==> src/rtl/hb_pkg.sv <==
// Shared types and helpers for the bridge controller.
// Assumes: two legs, each either off, driven high or driven low.
package hb_pkg;

    typedef enum logic [1:0] {
        LEG_OFF  = 2'd0,
        LEG_HIGH = 2'd1,
        LEG_LOW  = 2'd2
    } leg_st_t;

    typedef struct packed {
        leg_st_t a;
        leg_st_t b;
    } bridge_mode_t;

    localparam bridge_mode_t MODE_IDLE = '{a: LEG_OFF, b: LEG_OFF};

    // Per-leg state from its run permission and direction bit.
    function automatic leg_st_t leg_state(input logic run, input logic dir);
        if (!run)
            return LEG_OFF;
        return dir ? LEG_HIGH : LEG_LOW;
    endfunction

endpackage

==> src/rtl/hb_sync.sv <==
// Multi-stage synchroniser for a bundle of independent asynchronous bits.
// Assumes: each bit is a level held longer than STAGES cycles; no bus coherency.
module hb_sync #(
    parameter int W      = 1,
    parameter int STAGES = 2
) (
    input  logic         clk,
    input  logic         rst_n,
    input  logic [W-1:0] d_i,
    output logic [W-1:0] q_o
);
    logic [W-1:0] stg_q [STAGES];

    // Shift each input through the flop chain.
    always_ff @(posedge clk) begin
        if (!rst_n) begin
            for (int i = 0; i < STAGES; i++)
                stg_q[i] <= '0;
        end else begin
            stg_q[0] <= d_i;
            for (int i = 1; i < STAGES; i++)
                stg_q[i] <= stg_q[i-1];
        end
    end

    assign q_o = stg_q[STAGES-1];
endmodule

==> src/rtl/hb_leg_fault.sv <==
// Fault latch for one bridge leg.
// Sets on either fault flag; clears only on a rising edge of the leg's
// direction bit while no flag is present (set has priority).
// Assumes: all inputs are already synchronised to clk.
module hb_leg_fault (
    input  logic clk,
    input  logic rst_n,
    input  logic dir_i,
    input  logic hot_i,
    input  logic ovl_i,
    output logic fault_o
);
    logic dir_prev_q;
    logic fault_q;

    // Remember the previous direction level for edge detection.
    always_ff @(posedge clk) begin
        if (!rst_n) dir_prev_q <= 1'b0;
        else        dir_prev_q <= dir_i;
    end

    // Latch on fault, release on a rising direction edge.
    always_ff @(posedge clk) begin
        if (!rst_n)
            fault_q <= 1'b0;
        else if (hot_i || ovl_i)
            fault_q <= 1'b1;
        else if (dir_i && !dir_prev_q)
            fault_q <= 1'b0;
    end

    assign fault_o = fault_q;
endmodule

==> src/rtl/hb_mode_seq.sv <==
// Mode sequencer: holds the applied bridge mode and blanks the gates for
// DELAY_CYC cycles whenever the requested mode differs from it.
// A request that changes during blanking restarts the count.
// Assumes: DELAY_CYC >= 2; tgt_i comes from registered logic.
module hb_mode_seq
    import hb_pkg::*;
#(
    parameter int DELAY_CYC = 16
) (
    input  logic         clk,
    input  logic         rst_n,
    input  bridge_mode_t tgt_i,
    output bridge_mode_t applied_o,
    output logic         busy_o
);
    localparam int CNT_W = $clog2(DELAY_CYC);
    localparam logic [CNT_W-1:0] LAST = CNT_W'(DELAY_CYC - 1);

    bridge_mode_t tgt_q;
    bridge_mode_t applied_q;
    logic [CNT_W-1:0] cnt_q;

    // Track the request, count stable blanking cycles, then apply.
    always_ff @(posedge clk) begin
        if (!rst_n) begin
            tgt_q     <= MODE_IDLE;
            applied_q <= MODE_IDLE;
            cnt_q     <= '0;
        end else begin
            tgt_q <= tgt_i;
            if (tgt_i != tgt_q) begin
                cnt_q <= '0;
            end else if (tgt_q != applied_q) begin
                if (cnt_q == LAST) begin
                    applied_q <= tgt_q;
                    cnt_q     <= '0;
                end else begin
                    cnt_q <= cnt_q + 1'b1;
                end
            end
        end
    end

    assign applied_o = applied_q;
    assign busy_o    = (tgt_q != applied_q);
endmodule

==> src/rtl/hbridge_ctrl.sv <==
// Top of the H-bridge controller.
// Synchronises all inputs, latches per-leg faults, derives the requested
// mode, sequences it through a blanking interval and decodes the gates.
// Assumes: fault and supply flags are digitised levels; the enable inputs
// reflect the external line level, the pull outputs drive it low.
module hbridge_ctrl
    import hb_pkg::*;
#(
    parameter int DELAY_CYC   = 16,
    parameter int SYNC_STAGES = 2
) (
    input  logic clk,
    input  logic rst_n,
    input  logic dir_a_i,
    input  logic dir_b_i,
    input  logic pwm_i,
    input  logic en_a_i,
    input  logic en_b_i,
    input  logic sense_off_i,
    input  logic hs_hot_a_i,
    input  logic ls_ovl_a_i,
    input  logic hs_hot_b_i,
    input  logic ls_ovl_b_i,
    input  logic uv_i,
    input  logic ov_i,
    output logic hs_a_o,
    output logic ls_a_o,
    output logic hs_b_o,
    output logic ls_b_o,
    output logic diag_a_pull_o,
    output logic diag_b_pull_o,
    output logic sense_en_o,
    output logic standby_o
);
    localparam int NUM_LEGS = 2;
    localparam int NUM_IN   = 12;

    logic [NUM_IN-1:0] raw_in;
    logic [NUM_IN-1:0] syn_in;

    logic s_pwm, s_sense_off, s_uv, s_ov;
    logic [NUM_LEGS-1:0] s_dir, s_en, s_hot, s_ovl, fault;
    logic supply_ok;

    bridge_mode_t tgt, applied;
    logic busy;

    assign raw_in = {ov_i, uv_i, sense_off_i, pwm_i,
                     ls_ovl_b_i, hs_hot_b_i, en_b_i, dir_b_i,
                     ls_ovl_a_i, hs_hot_a_i, en_a_i, dir_a_i};

    hb_sync #(.W(NUM_IN), .STAGES(SYNC_STAGES)) u_sync (
        .clk   (clk),
        .rst_n (rst_n),
        .d_i   (raw_in),
        .q_o   (syn_in)
    );

    assign s_dir       = {syn_in[4], syn_in[0]};
    assign s_en        = {syn_in[5], syn_in[1]};
    assign s_hot       = {syn_in[6], syn_in[2]};
    assign s_ovl       = {syn_in[7], syn_in[3]};
    assign s_pwm       = syn_in[8];
    assign s_sense_off = syn_in[9];
    assign s_uv        = syn_in[10];
    assign s_ov        = syn_in[11];
    assign supply_ok   = !s_uv && !s_ov;

    // One fault latch per leg.
    for (genvar g = 0; g < NUM_LEGS; g++) begin : g_leg
        hb_leg_fault u_fault (
            .clk     (clk),
            .rst_n   (rst_n),
            .dir_i   (s_dir[g]),
            .hot_i   (s_hot[g]),
            .ovl_i   (s_ovl[g]),
            .fault_o (fault[g])
        );
    end

    // Requested mode from supply window, enables, faults and directions.
    always_comb begin
        tgt.a = leg_state(supply_ok && s_en[0] && !fault[0], s_dir[0]);
        tgt.b = leg_state(supply_ok && s_en[1] && !fault[1], s_dir[1]);
    end

    hb_mode_seq #(.DELAY_CYC(DELAY_CYC)) u_seq (
        .clk       (clk),
        .rst_n     (rst_n),
        .tgt_i     (tgt),
        .applied_o (applied),
        .busy_o    (busy)
    );

    // Gate decode: blanked while busy, low sides gated by PWM.
    always_comb begin
        hs_a_o = !busy && (applied.a == LEG_HIGH);
        ls_a_o = !busy && (applied.a == LEG_LOW) && s_pwm;
        hs_b_o = !busy && (applied.b == LEG_HIGH);
        ls_b_o = !busy && (applied.b == LEG_LOW) && s_pwm;
    end

    // Sense strobe only in the two running directions.
    always_comb begin
        sense_en_o = !busy && !s_sense_off &&
                     (((applied.a == LEG_HIGH) && (applied.b == LEG_LOW)) ||
                      ((applied.a == LEG_LOW)  && (applied.b == LEG_HIGH)));
    end

    assign diag_a_pull_o = fault[0];
    assign diag_b_pull_o = fault[1];
    assign standby_o     = (s_dir == '0) && (s_en == '0) && !s_pwm && (fault == '0);
endmodule

==> config.mk <==
export PLATFORM = sky130hd
export DESIGN_NAME = hbridge_ctrl
export DESIGN_NICKNAME = d
export VERILOG_FILES = /design/src/rtl/hb_pkg.sv /design/src/rtl/hb_sync.sv /design/src/rtl/hb_leg_fault.sv /design/src/rtl/hb_mode_seq.sv /design/src/rtl/hbridge_ctrl.sv
export SDC_FILE = /design/constraint.sdc
export NUM_CORES = 1
export LEC_CHECK = 0
export ABC_AREA = 1
export BUFFER_PORTS_ARGS = -buffer_cell sky130_fd_sc_hd__buf_2
export CORE_UTILIZATION = 46
export CTS_BUF_LIST = sky130_fd_sc_hd__clkbuf_4
export CTS_CLUSTER_DIAMETER = 30
export CTS_CLUSTER_SIZE = 25
export DETAILED_ROUTE_END_ITERATION = 12
export PLACE_DENSITY = 0.76
export SYNTH_ARGS = -nofsm -noshare
export SYNTH_HDL_FRONTEND = slang
export SYNTH_SLANG_ARGS = --single-unit
==> constraint.sdc <==
create_clock -name clk -period 1.5 [get_ports clk]
set_input_delay 0.3 -clock clk [delete_from_list [all_inputs] [get_ports clk]]
set_output_delay 0.3 -clock clk [all_outputs]
set_load 0.02 [all_outputs]
### Word level (Yosys, flattened, before mapping)

Memory sizes are Yosys's and may differ from the RTL's.
Index checks and enable logic that the tools add are counted.

| word-level totals | value |
|---|---|
| flip-flop bits (word level) | 16 |
| bits in writable memories | 24 |
| input port bits | 14 |
| output and inout bits | 8 |
| word-level logic and storage cells | 74 |
| memories kept | 1 |

| cells by class | value |
|---|---|
| $add $sub $neg | 1 |
| eq/ne operators | 7 |
| multiplexer cells | 13 |
| bitwise logic cells | 4 |
| reduce and logical (&&, ||, !) cells | 39 |

Memory list:

| memory | words | bits a word | rd ports | clocked after Yosys merged registers in | write ports | line | text |
|---|---|---|---|---|---|---|---|
| u_sync.stg_q | 2 | 12 | 2 | 0 | 2 | hb_sync.sv:12 | `logic [W-1:0] stg_q [STAGES];` |

Operators by type and width:

| kind | number |
|---|---|
| 2-to-1 mux 12 bit | 2 |
| logical AND 1 bit | 20 |
| logical NOT 1 bit | 9 |
| 2-to-1 mux 2 bit | 4 |
| != test 4 bit | 2 |
| logical NOT 2 bit | 3 |
| 2-to-1 mux 1 bit | 6 |
| adder 4 x 1 -> 4 bit, second input constant | 1 |
| == test 2 x 1 -> 1 bit, second input constant | 2 |
| == test 2 bit, second input constant | 2 |
| == test 4 bit, second input constant | 1 |
| 2-to-1 mux 4 bit | 1 |
| nonzero test 2 bit | 2 |
| logical OR 1 bit | 3 |
| AND reduction 3 bit | 1 |
| inverter 1 bit | 2 |
| OR 1 bit | 2 |
| OR reduction 2 bit | 1 |

### Longest topological paths before layout

Gate-level depths: netlist of run 1.

| depth | value |
|---|---|
| word-level depth | 8 |
| depth in mapped cells | 11 |
| depth with buffers taken out | 11 |

### By module

A second synthesis of run 1 with hierarchy kept.

| second synthesis, totals | value |
|---|---|
| cell total of the unflattened synthesis | 247 |
| area total of the unflattened synthesis | 1745.4 µm² |

Modules (own cells, without submodules):

| module | times used | cells each | area each (µm²) |
|---|---|---|---|
| hb_sync | 1 | 86 | 773.2 |
| hb_mode_seq | 1 | 109 | 681.9 |
| hb_leg_fault | 2 | 10 | 75.1 |
| hbridge_ctrl | 1 | 32 | 140.1 |

### Worst setup path before layout of run 1

OpenSTA, ideal clock, no wires.

| timing | value |
|---|---|
| kind | register -> output |
| start point | register u_seq.applied_q, in the netlist u_seq.applied_o[1] |
| end point | output ls_a_o |
| data arrival time | 1501 ps |
| path slack | -301 ps |
| stages on the path, launching flop included | 8 |
| buffers on the path | 1 |
| cell sequence | dfxtp_1 -> inv_2 -> nand2_1 -> nand2_1 -> nor2_2 -> nand2_2 -> buf_6 -> nor4_1 |

| on the way | value |
|---|---|
| word-level cells in the longest chain between the ends | 4 |

RTL lines:

| what | line | text |
|---|---|---|
| from (decl) | hb_mode_seq.sv:20 | `bridge_mode_t applied_q;` |
| from (signal assigned) | hb_mode_seq.sv:35 | `applied_q <= tgt_q;` |
| != test 4 bit | hb_mode_seq.sv:45 | `assign busy_o = (tgt_q != applied_q);` |
| logical NOT 1 bit | hbridge_ctrl.sv:98 | `ls_a_o = !busy && (applied.a == LEG_LOW) && s_pwm;` |
| logical AND 1 bit (2 in a row) | hbridge_ctrl.sv:98 |  |
| to (decl) | hbridge_ctrl.sv:27 | `output logic ls_a_o,` |

No other way between the ends.

### Worst setup path after layout of run 1

| timing | value |
|---|---|
| start point | register u_seq.tgt_q[1] (netlist name) |
| end point | output ls_a_o |

| on the way | value |
|---|---|
| word-level cells in the longest chain between the ends | 4 |

RTL lines:

| what | line | text |
|---|---|---|
| from (decl) | hb_mode_seq.sv:19 | `bridge_mode_t tgt_q;` |
| from (signal assigned) | hb_mode_seq.sv:30 | `tgt_q <= tgt_i;` |
| != test 4 bit | hb_mode_seq.sv:45 |  |
| logical NOT 1 bit | hbridge_ctrl.sv:98 |  |
| logical AND 1 bit (2 in a row) | hbridge_ctrl.sv:98 |  |

No other way between the ends.

==> results by group, run 1 <==
Logic synthesis
  • Sequential fraction of the synthesis area: between 50% and 60%
  • Synth area leader: dfxtp_1
  • Share of the synthesized area in the top cell type: about half
  • Post-Synth XOR/XNOR Area: 0.5613%
  • Syn avg cell area: 7.501 um^2
  • Library cells used by synthesis: 23
  • Mux cell area share after synthesis: 0%
  • Top cell types by occurrence after synthesis: nand2_1, dfxtp_1, inv_1, nor2_1, nand3_1
  • Post-synthesis compound-gate area fraction: around 3.0%
  • Simple-Gate Fraction of Synth Area: 32.00%
  • Yosys reg bits: 40
  • Syn Inst Count: roughly 210
  • Post-Synth Adder-Cell Area: less than 1%
  • Top_reg_cell synth: dfxtp_1
  • Syn Std Cell Area: 1560 um^2
  • Warning count from the yosys run: 0
  • Largest family of logic cells by synthesized area: simple AND/OR/NAND/NOR gates
  • FFs w/ async S/R, synth: 0%
  • Most common cell in the netlist: nand2_1
  • Number of flops mapped to enable cells by yosys: 0
  • Largest cells by area after synthesis: dfxtp_1, nand2_1, inv_1
  • Syn Nets: 223

Route
  • DR DRC count: 0
  • Detail-routed net length per standard cell: 11.37 um
  • TritonRoute pass-1 iters: 4
  • Number of DRC markers in iteration 0: 44
  • DRT antenna net count: 0
  • Final Routed Wirelength: 3444 um
  • DR vias/cell: 4.743
  • Vias: around 1400

Setup path
  • Critical R2R Capture: u_seq.applied_o[2]
  • Worst Setup Start Kind: register
  • R2r setup slk: -30 ps
  • R2r worst-path depth: 10
  • RR Startpoint: u_seq.tgt_q[0]
  • Slowest stage delay, CP: 390 ps
  • Crit-path most repeated cell: nand2_2
  • Crit. End Element: output pin
  • Req. time, crit path: 1200 ps
  • Crit-path slowest cell: dfxtp_2
  • Largest fanout on the critical path: 8
  • CP Cell Sequence: inv_2 -> nand2_2 -> nand2_2 -> nor2_4 -> nand2_4 -> nor4_4 -> buf_4
  • Kind of critical path: register to output pin
  • CP Data Arrival Time: 1530 ps

STA
  • Final Hold Viols: 0
  • Unrepaired setup endpoints after global routing: yes
  • Worst Tran Pin Value: 293.9 ps
  • Setup WS post-layout: -329.6 ps
  • Max Slew Vio Count: 0
  • Final Cycle Share: 122.0%
  • Final setup viols: 7
  • Tmin final: 1830 ps
  • Fmax: approximately 550 MHz
  • Hold_ws: roughly 120 ps
  • Clk_skew: 9.326 ps
  • Relative slew slack: 80.39%

Place
  • Routability cong.: 0.8598
  • PortBufs: 21
  • DP Wirelength: 2018 um
  • Place WS: 19.03 ps

Clock tree
  • Clock Tree Root: clkbuf_4
  • Worst skew pair latency: 350 ps
  • CTS Hold Buffers Added: 0
  • Htree depth: 2
  • Clock buffer count from CTS: 5
  • Clock tree buffer depth: 2
  • Worst-path clk slew: between 100 and 150 ps
  • Clock sink count: 40
  • CTS tree: yes

Power and ir drop
  • Power Density: 864.0 nW/um^2
  • VDD IR max: 0.0006294 V
  • Pleak: about 1.1 nW

GRT
  • Total global-route track usage: 19.32%
  • GRT overflow: 0
  • First-pass GRT wire length: 4947 um
  • Initial antenna violation count: 0
  • Number of global-route vias before repair: 1194
  • Pin count of the biggest net entering global routing: 14

Floorplan
  • Core region area: about 3100 um^2
  • DIE AREA: 3629 um^2
  • Die W: 60.24 um
  • Die height: 60.24 um
  • Starting Density: 49.88%
  • I/O pins: 22
  • Row count: 20

Layout
  • N_diodes: 0
  • Final-layout fill cell count: ~250
  • P&R area growth vs syn: 37.13%
  • Multi-input gate area: about 720 um^2
  • FF+latch area: 822.0 um^2
  • Share of cells above drive strength 1: 44.40%
  • Final nets: 273

Min path
  • Hold path startpoint: ls_ovl_a_i
  • Worst hold path stage count: 3
  • Worst Hold Class: input port to register
  • Hold Path Sink: u_sync.stg_q[0][3]

Run status
  • Failing checks: negative setup slack
  • Status: finished, violations left

Run
  • Max-Cap Viols: 0
[worst max-delay path, delay by kind of cell (launching register included)]
kind / cells / cell delay, ps
DFF: 1 / 390
buffers and inverters: 2 / 260
and+or+nand+nor: 5 / 510
[per-layer routing]
layer	vias up	global-route usage, %	part of all wire (%)	wire length (um)
li1	737	-	-	-
met1	648	22.36	42	1460
met2	38	30.93	49	1695
met3	14	6.710	4.6	159
met4	0	10.63	3.7	129
met5	-	0	0	0
[state kept, by name (all words and copies together) (netlist names)]
| signal | count |
|---|---|
| u_seq.cnt_q | 4 |
| u_seq.applied_o | 4 |
| u_seq.tgt_q | 4 |
| g_leg.u_fault.fault_o | 2 |
| u_sync.stg_q | 24 |
| g_leg.u_fault.dir_prev_q | 2 |
[layout make-up]
cell class | count | area share, %
clock buffer | 6 | 2.105
inverter | 45 | 8.012
clock inverter | 2 | 0.5263
tap | 44 | 2.573
sequential | 40 | 38.42
timing repair buffer | 47 | 14.50
multi-input combinational | 119 | 33.86
[power by group]
group | switching [mW] | internal (mW) | total (mW)
Clock | 0.345 | 0.196 | 0.541
Sequential | 0.0208 | 1.10 | 1.12
Combinational | 0.114 | 0.0765 | 0.190
Total | 0.479 | 1.37 | 1.85
[cells in the final DEF (no fill, tap or decap)]
cell type,synthesis,final
nor4_2,0,2
a21oi_2,0,1
dfxtp_2,0,8
buf_2,0,17
nor3_1,3,1
nand2_2,2,12
nor2_1,17,15
nand4_1,7,7
nand2_4,0,2
clkbuf_4,0,6
nor2_4,2,8
clkinvlp_4,0,1
inv_2,4,10
inv_4,0,1
buf_4,0,30
dfxtp_4,0,3
o21ai_0,2,2
nor2_2,5,1
nor3b_1,1,1
nand4_2,1,1
nor4_4,0,1
nand2_1,55,43
nor3_2,1,3
nand3_2,0,7
inv_1,39,32
a211oi_2,0,1
a21oi_1,6,5
xor2_1,1,1
dfxtp_1,40,29
clkinv_1,2,3
ha_1,1,1
nand3_1,11,4
[repair_timing]
item / CTS / global route
resized for setup: 20 / 40
buffers inserted: 8 / 4
setup endpoints to repair: 6 / 13
pin swaps: 5 / 7
[logic make-up after synthesis]
logic type | Yosys count
and+or+nand+nor | 108
DFF | 40
xor gates and xnor gates | 1
AOI/OAI and AO/OA | 9
adders and majority gates | 1
buffers and inverters | 49
[through the flow]
stage / TNS, ps / power (mW) / instances / cell area (um^2) / util, %
after floorplan: -453.6 / 1.240 / 208 / 1578 / -
after global placement: 0 / 1.288 / 283 / 1821 / 58.20
after detailed placement: 0 / 1.293 / 283 / 1821 / 58.20
after CTS: -1624 / 1.837 / 299 / 1969 / 62.96
after global routing: -2563 / 1.940 / 303 / 2140 / 68.40
final: -1512 / 1.848 / 303 / 2140 / 68.40
[worst max-delay path by stage]
stage / depth (start not counted) / end / from / slack, ps
floorplan: 7 / hs_a_o / u_seq.applied_o[2] / -150
global placement: 7 / ls_b_o / u_seq.applied_o[3] / 30
detailed placement: 7 / sense_en_o / u_seq.applied_o[3] / 20
CTS: 7 / ls_b_o / u_seq.applied_o[2] / -310
global route: 7 / ls_a_o / u_seq.tgt_q[1] / -400
finish: 7 / ls_a_o / u_seq.tgt_q[1] / -330
No activity file was read; power rests on OpenSTA's default activity.
==> run 2, diff against run 1 <==
--- a/config.mk
+++ b/config.mk
@@ -15,4 +15,5 @@
 export PLACE_DENSITY = 0.76
 export SYNTH_ARGS = -nofsm -noshare
 export SYNTH_HDL_FRONTEND = slang
+export SYNTH_HIERARCHICAL = 1
 export SYNTH_SLANG_ARGS = --single-unit
==> results by group, run 2 <==
Logic synthesis
  • Share of the synthesized area in the top cell type: 45.88% (-5.4 points)
  • Warning count from the yosys run: 6 (+6)
  • Yosys reg bits: 40 (unchanged)
  • Most common cell in the netlist: nand2_1
  • Syn Inst Count: 247 (+19%)
  • Syn avg cell area: 7.066 um^2 (-5.8%)
  • Sequential fraction of the synthesis area: 45.88% (-5.4 points)
  • Syn Nets: 262 (+17%)
  • Syn Std Cell Area: 1745 um^2 (+12%)
  • Largest cells by area after synthesis: dfxtp_1, nand2_1, inv_1
  • Synth area leader: dfxtp_1
  • Top cell types by occurrence after synthesis: nand2_1, inv_1, dfxtp_1, nor2_1, buf_4
  • Library cells used by synthesis: 22 (-4.3%)
  • Number of flops mapped to enable cells by yosys: 0 (unchanged)
  • FFs w/ async S/R, synth: 0% (unchanged)
  • Top_reg_cell synth: dfxtp_1

Route
  • Detail-routed net length per standard cell: 8.793 um (-23%)
  • Vias: 1430 (-0.49%)
  • DR DRC count: 0 (unchanged)
  • DRT antenna net count: 0 (unchanged)
  • DR vias/cell: 4.360 (-8.1%)
  • Number of DRC markers in iteration 0: 75 (+70%)
  • TritonRoute pass-1 iters: 4 (unchanged)
  • Final Routed Wirelength: 2884 um (-16%)

Min path
  • Hold path startpoint: en_a_i
  • Worst Hold Class: input port to register
  • Hold Path Sink: u_sync/stg_q[0][1]
  • Worst hold path stage count: 3 (unchanged)

Setup path
  • R2r worst-path depth: 12 (+2)
  • Crit. End Element: output pin
  • Worst Setup Start Kind: register
  • Crit-path slowest cell: dfxtp_2
  • CP Cell Sequence: inv_2 -> nand2_1 -> nand2_1 -> nor2_2 -> nand2_2 -> or2_4 -> a21oi_4 -> buf_6
  • CP Data Arrival Time: 1560 ps (+30 ps)
  • RR Startpoint: u_sync/stg_q[0][22]
  • R2r setup slk: -10 ps (+20 ps)
  • Req. time, crit path: 1200 ps (about the same)
  • Crit-path most repeated cell: nand2_1
  • Largest fanout on the critical path: 4 (-4)
  • Slowest stage delay, CP: 370 ps (-20 ps)
  • Kind of critical path: register to output pin
  • CP bufs+invs: 2 (unchanged)
  • Critical R2R Capture: u_seq/applied_o[3]
  • Delay-heaviest family, CP: simple AND/OR/NAND/NOR gates

Layout
  • Top reg by flops: u_sync/stg_q
  • Commonest non-fill, non-tap cells in the layout: nand2_1, inv_1, dfxtp_1
  • Max reg flops: 24 (unchanged)
  • P&R area growth vs syn: 25.88%
  • Fin cells: 328 (+8.3%)
  • Share of cells above drive strength 1: 35.36% (-9.0 points)
  • Final nets: 295 (+8.1%)
  • Most common cell after layout, fill and taps aside: nand2_1
  • N_diodes: 0 (unchanged)

Floorplan
  • Starting Density: 47.68% (-2.2 points)
  • Row count: 22 (+10%)
  • I/O pins: 22 (unchanged)
  • DIE AREA: 4045 um^2 (+11%)
  • Die height: 63.60 um (+5.6%)
  • Core region area: 3661 um^2 (+17%)
  • Die W: 63.60 um (+5.6%)

Power and ir drop
  • Pleak: 1.169 nW (+6.3%)
  • VDD IR max: 0.0008518 V (+35%)
  • Power Density: 821.8 nW/um^2 (-4.9%)

Place
  • DP Wirelength: 2080 um (+3.1%)
  • Routability cong.: 0.7519 (-13%)
  • PortBufs: 21 (unchanged)
  • Placed cells: 316 (+12%)

GRT
  • Total global-route track usage: 16.06% (-3.3 points)
  • Pin count of the biggest net entering global routing: 26 (+12)
  • Number of global-route vias before repair: 1239 (+3.8%)
  • GRT overflow: 0 (unchanged)
  • First-pass GRT wire length: 4926 um (-0.42%)
  • Initial antenna violation count: 0 (unchanged)

Run status
  • Failing checks: negative setup slack
  • Status: finished, violations left

Clock tree
  • Clock tree buffer depth: 2 (unchanged)
  • Worst-path clk slew: 110 ps (about the same)
  • Clock Tree Root: clkbuf_4
  • Htree depth: 2 (unchanged)
  • Clock buffer count from CTS: 5 (unchanged)
  • Clock sink count: 40 (unchanged)
  • CTS Hold Buffers Added: 0 (unchanged)
  • CTS tree: yes
  • Worst skew pair latency: 330 ps (-20 ps)

STA
  • Setup tns final: -1614 ps (-102.3 ps)
  • Unrepaired setup endpoints after global routing: yes
  • Relative slew slack: 79.28% (-1.1 points)
  • Hold_ws: 138.5 ps (+21.84 ps)
  • Final Hold Viols: 0 (unchanged)
  • Max Slew Vio Count: 0 (unchanged)
  • Final setup viols: 10 (+3)
  • Tmin final: 1865 ps (+35.25 ps)
  • Final Cycle Share: 124.3% (+2.4 points)
  • Worst Tran Pin Value: 310.8 ps (+16.89 ps)
  • Setup WS post-layout: -364.8 ps (-35.25 ps)
  • Fmax: 536.2 MHz (-1.9%)
  • Clk_skew: 3.441 ps (-5.886 ps)

Run
  • Max-Cap Viols: 0 (unchanged)
-- run 2: cell count changes after synthesis, sizes merged, moves of 3 or more --
cell / change
buf: +15
clkbuf: -3
nand3: -4
nand2: +18
nor2: +4
inv: +14
nand4: -4
-- run 2: worst max path at each step --
stage	slack (ps)	depth (start not counted)	endpoint	from
finish	-360	8	sense_en_o	u_seq/tgt_q[1]
global route	-510	8	sense_en_o	u_seq/tgt_q[1]
CTS	-400	8	sense_en_o	u_seq/tgt_q[1]
detailed placement	-50	8	hs_b_o	u_seq/tgt_q[2]
global placement	-10	8	sense_en_o	u_seq/tgt_q[2]
floorplan	-20	8	sense_en_o	u_seq/applied_o[2]
-- run 2: power by group --
part           leakage [nW]  internal (mW)  switching (mW)
clock network        0.0314          0.172           0.320
registers             0.334           1.10          0.0188
logic                 0.803         0.0837           0.113
total                  1.17           1.35           0.452
-- run 2: cell families after synthesis --
family                   Yosys count  synth area share [%]
AND/OR/NAND/NOR                  121                 28.46
AO/OA/AOI/OAI                      8                 3.154
XOR/XNOR                           4                 2.008
flip-flops                        40                 45.88
buffers and inverters             73                 19.78
adder cells (fa/ha/maj)            1                0.7167
-- run 2: what timing repair did --
item,in CTS,in global routing
resized for setup,16,26
pin swaps,3,16
setup endpoints to repair,14,14
buffers inserted,1,4
-- run 2: final cells by class --
type	instances	area [um^2]
Multi-Input combinational cell	134	752.0
Timing Repair Buffer	42	301.5
Clock inverter	2	11.26
Clock buffer	5	37.54
Fill cell	335	1464
Tap cell	48	60.06
Inverter	57	214.0
Sequential cell	40	820.8
-- run 2: metrics by stage --
stage	setup slack [ps]	power (mW)	area [um^2]	utilization, %
6_report	-364.8	1.806	2197	60.01
5_1_grt	-509.0	1.927	2197	60.01
4_1_cts	-402.4	1.805	2077	56.73
3_5_place_dp	-53.96	1.304	1976	53.96
3_3_place_gp	-12.90	1.297	1976	53.96
2_1_floorplan	-22.01	1.264	1813	-
-- run 2: metal layers --
metal / vias to the layer above / GRT usage [%] / share of wire [%]
li1: 770 / - / -
met1: 620 / 17.11 / 43
met2: 35 / 27.66 / 51
met3: 5 / 5.978 / 4.5
met4: 0 / 7.670 / 1.6
met5: - / 0 / 0
-- run 2: tightest hold or removal path, delay by kind of cell --
| kind | cells | cell delay (ps) |
|---|---|---|
| simple gates | 1 | 40 |
| buf+inv | 2 | 110 |
==> run 3, diff against run 2 <==
==> constraint.sdc (replaced) <==
create_clock -name clk -period 2.2 [get_ports clk]
set_input_delay 0.44 -clock clk [delete_from_list [all_inputs] [get_ports clk]]
set_output_delay 0.44 -clock clk [all_outputs]
set_load 0.02 [all_outputs]
==> results by group, run 3 (same netlist as run 2, synthesis figures left out) <==
Layout
  • Final-layout fill cell count: 350 (+4.5%)
  • Commonest non-fill, non-tap cells in the layout: nand2_1, inv_1, dfxtp_1
  • Post-route cell area: 1926 um^2 (-12%)
  • Final core occ: 52.60% (-7.4 points)
  • Most common cell after layout, fill and taps aside: nand2_1
  • Share of cells above drive strength 1: 20.23% (-15 points)
  • P&R area growth vs syn: 10.32%
  • Final nets: 277 (-6.1%)
  • Max reg flops: 24 (unchanged)
  • Top reg by flops: u_sync/stg_q
  • N_diodes: 0 (unchanged)

Setup path
  • Largest fanout on the critical path: 10 (+6)
  • Crit-path slowest cell: dfxtp_4
  • Worst Setup Start Kind: register
  • Req. time, crit path: 1760 ps (+560 ps)
  • R2r worst-path depth: 11 (-1)
  • CP Cell Sequence: inv_1 -> nand2_1 -> nand2_1 -> nor2_2 -> nand2_4 -> nor4_1 -> buf_2
  • CP Data Arrival Time: 1630 ps (+70 ps)
  • R2r setup slk: 600 ps (+610 ps)
  • Crit. End Element: output pin
  • RR Startpoint: u_sync/stg_q[0][23]
  • Slowest stage delay, CP: 390 ps (+20 ps)
  • Kind of critical path: register to output pin
  • Delay-heaviest family, CP: simple AND/OR/NAND/NOR gates
  • CP bufs+invs: 2 (unchanged)
  • Crit-path most repeated cell: nand2_1
  • Critical R2R Capture: u_seq/applied_o[1]

Power and ir drop
  • VDD IR max: 0.0005366 V (-37%)
  • Pleak: 1.070 nW (-8.5%)
  • Power Density: 743.3 nW/um^2 (-9.6%)
  • Total design power: 1.431 mW (-21%)

Route
  • Detail-routed net length per standard cell: 7.890 um (-10%)
  • DR vias/cell: 4.203 (-3.6%)
  • DR DRC count: 0 (unchanged)
  • Final Routed Wirelength: 2446 um (-15%)
  • Number of DRC markers in iteration 0: 37 (-51%)
  • DRT antenna net count: 0 (unchanged)
  • Vias: 1303 (-8.9%)
  • TritonRoute pass-1 iters: 4 (unchanged)

Floorplan
  • I/O pins: 22 (unchanged)
  • Core region area: 3661 um^2 (unchanged)
  • Die W: 63.60 um (unchanged)
  • Die height: 63.60 um (unchanged)
  • DIE AREA: 4045 um^2 (unchanged)
  • Row count: 22 (unchanged)
  • Starting Density: 47.68% (unchanged)

Min path
  • Worst hold path stage count: 3 (unchanged)
  • Hold path startpoint: en_b_i
  • Hold Path Sink: u_sync/stg_q[0][5]
  • Worst Hold Class: input port to register

Place
  • Placed Area: 1787 um^2 (-9.6%)
  • PortBufs: 21 (unchanged)
  • DP Wirelength: 1731 um (-17%)
  • Routability cong.: 0.7622 (+1.4%)

GRT
  • Total global-route track usage: 13.43% (-2.6 points)
  • Pin count of the biggest net entering global routing: 27 (+3.8%)
  • Number of global-route vias before repair: 1053 (-15%)
  • Initial antenna violation count: 0 (unchanged)
  • GRT overflow: 0 (unchanged)
  • First-pass GRT wire length: 4126 um (-16%)

Clock tree
  • Htree depth: 2 (unchanged)
  • Clock sink count: 40 (unchanged)
  • Clock tree buffer depth: 2 (unchanged)
  • Worst-path clk slew: 110 ps (about the same)
  • CTS tree: yes
  • CTS Hold Buffers Added: 0 (unchanged)
  • Worst skew pair latency: 340 ps (about the same)
  • Clock Tree Root: clkbuf_4
  • Clock buffer count from CTS: 5 (unchanged)

Run status
  • Status: finished, final reports clean

STA
  • Setup tns final: 0 ps (+1614 ps)
  • Final Hold Viols: 0 (unchanged)
  • Final setup viols: 0 (-10)
  • Final Cycle Share: between 90% and 100%
  • Worst Tran Pin Value: 437.8 ps (+127.0 ps)
  • Max Slew Vio Count: 0 (unchanged)
  • Tmin final: between 2000 and 2500 ps
  • Relative slew slack: 70.82% (-8.5 points)
  • Clk_skew: 8.269 ps (+4.829 ps)
  • Fmax: 483.8 MHz

Run
  • Max-Cap Viols: 0 (unchanged)
==> run 3: layout make-up <==
class / instances / area [um^2] / area share, %
timing repair buffer: 24 / 130.1 / 6.758
clock inverter: 2 / 60.06 / 3.119
tap: 48 / 60.06 / 3.119
inverter: 57 / 214.0 / 11.11
multi-input combinational: 134 / 610.6 / 31.71
sequential: 40 / 813.3 / 42.24
clock buffer: 5 / 37.54 / 1.949
==> run 3: layer usage <==
layer / vias to the layer above / share of wire, % / global-route usage (%)
met2: 31 / 48 / 21.68
met1: 534 / 46 / 15.12
met3: 2 / 5.4 / 5.435
li1: 736 / - / -
met5: - / 0 / 0
met4: 0 / 0.98 / 6.818
==> run 3: where the power goes <==
group	leakage (nW)	total, mW	internal, mW	switching (mW)
registers	0.333	0.760	0.749	0.0107
logic	0.686	0.0983	0.0387	0.0596
clock network	0.0513	0.573	0.348	0.225
total	1.07	1.43	1.14	0.296
==> run 3: worst max path at each step <==
stage | startpoint | endpoint | cells past startpoint
6_report | u_seq/applied_o[3] | ls_a_o | 7
5_1_grt | u_seq/applied_o[3] | ls_a_o | 7
4_1_cts | u_seq/applied_o[2] | sense_en_o | 8
3_5_place_dp | u_seq/applied_o[3] | sense_en_o | 8
3_3_place_gp | u_seq/applied_o[3] | sense_en_o | 8
2_1_floorplan | u_seq/applied_o[0] | ls_a_o | 7
==> run 3: metrics by stage <==
stage	instances	hold slack, ps	setup slack, ps
finish	310	269.1	133.0
global route	310	247.2	-0.6789
CTS	308	257.7	20.78
detailed placement	301	396.8	330.3
global placement	301	390.4	359.0
floorplan	247	385.6	197.8
==> run 3: tightest hold or removal path, delay by kind of cell <==
kind / cells / cell delay (ps)
buf+inv: 2 / 110
simple gates: 1 / 40
==> run 3: timing repair <==
action	in CTS	in global routing
gates resized for setup	4	8
setup buffers	0	2
pin swaps	0	1
endpoints found under the setup margin	3	4
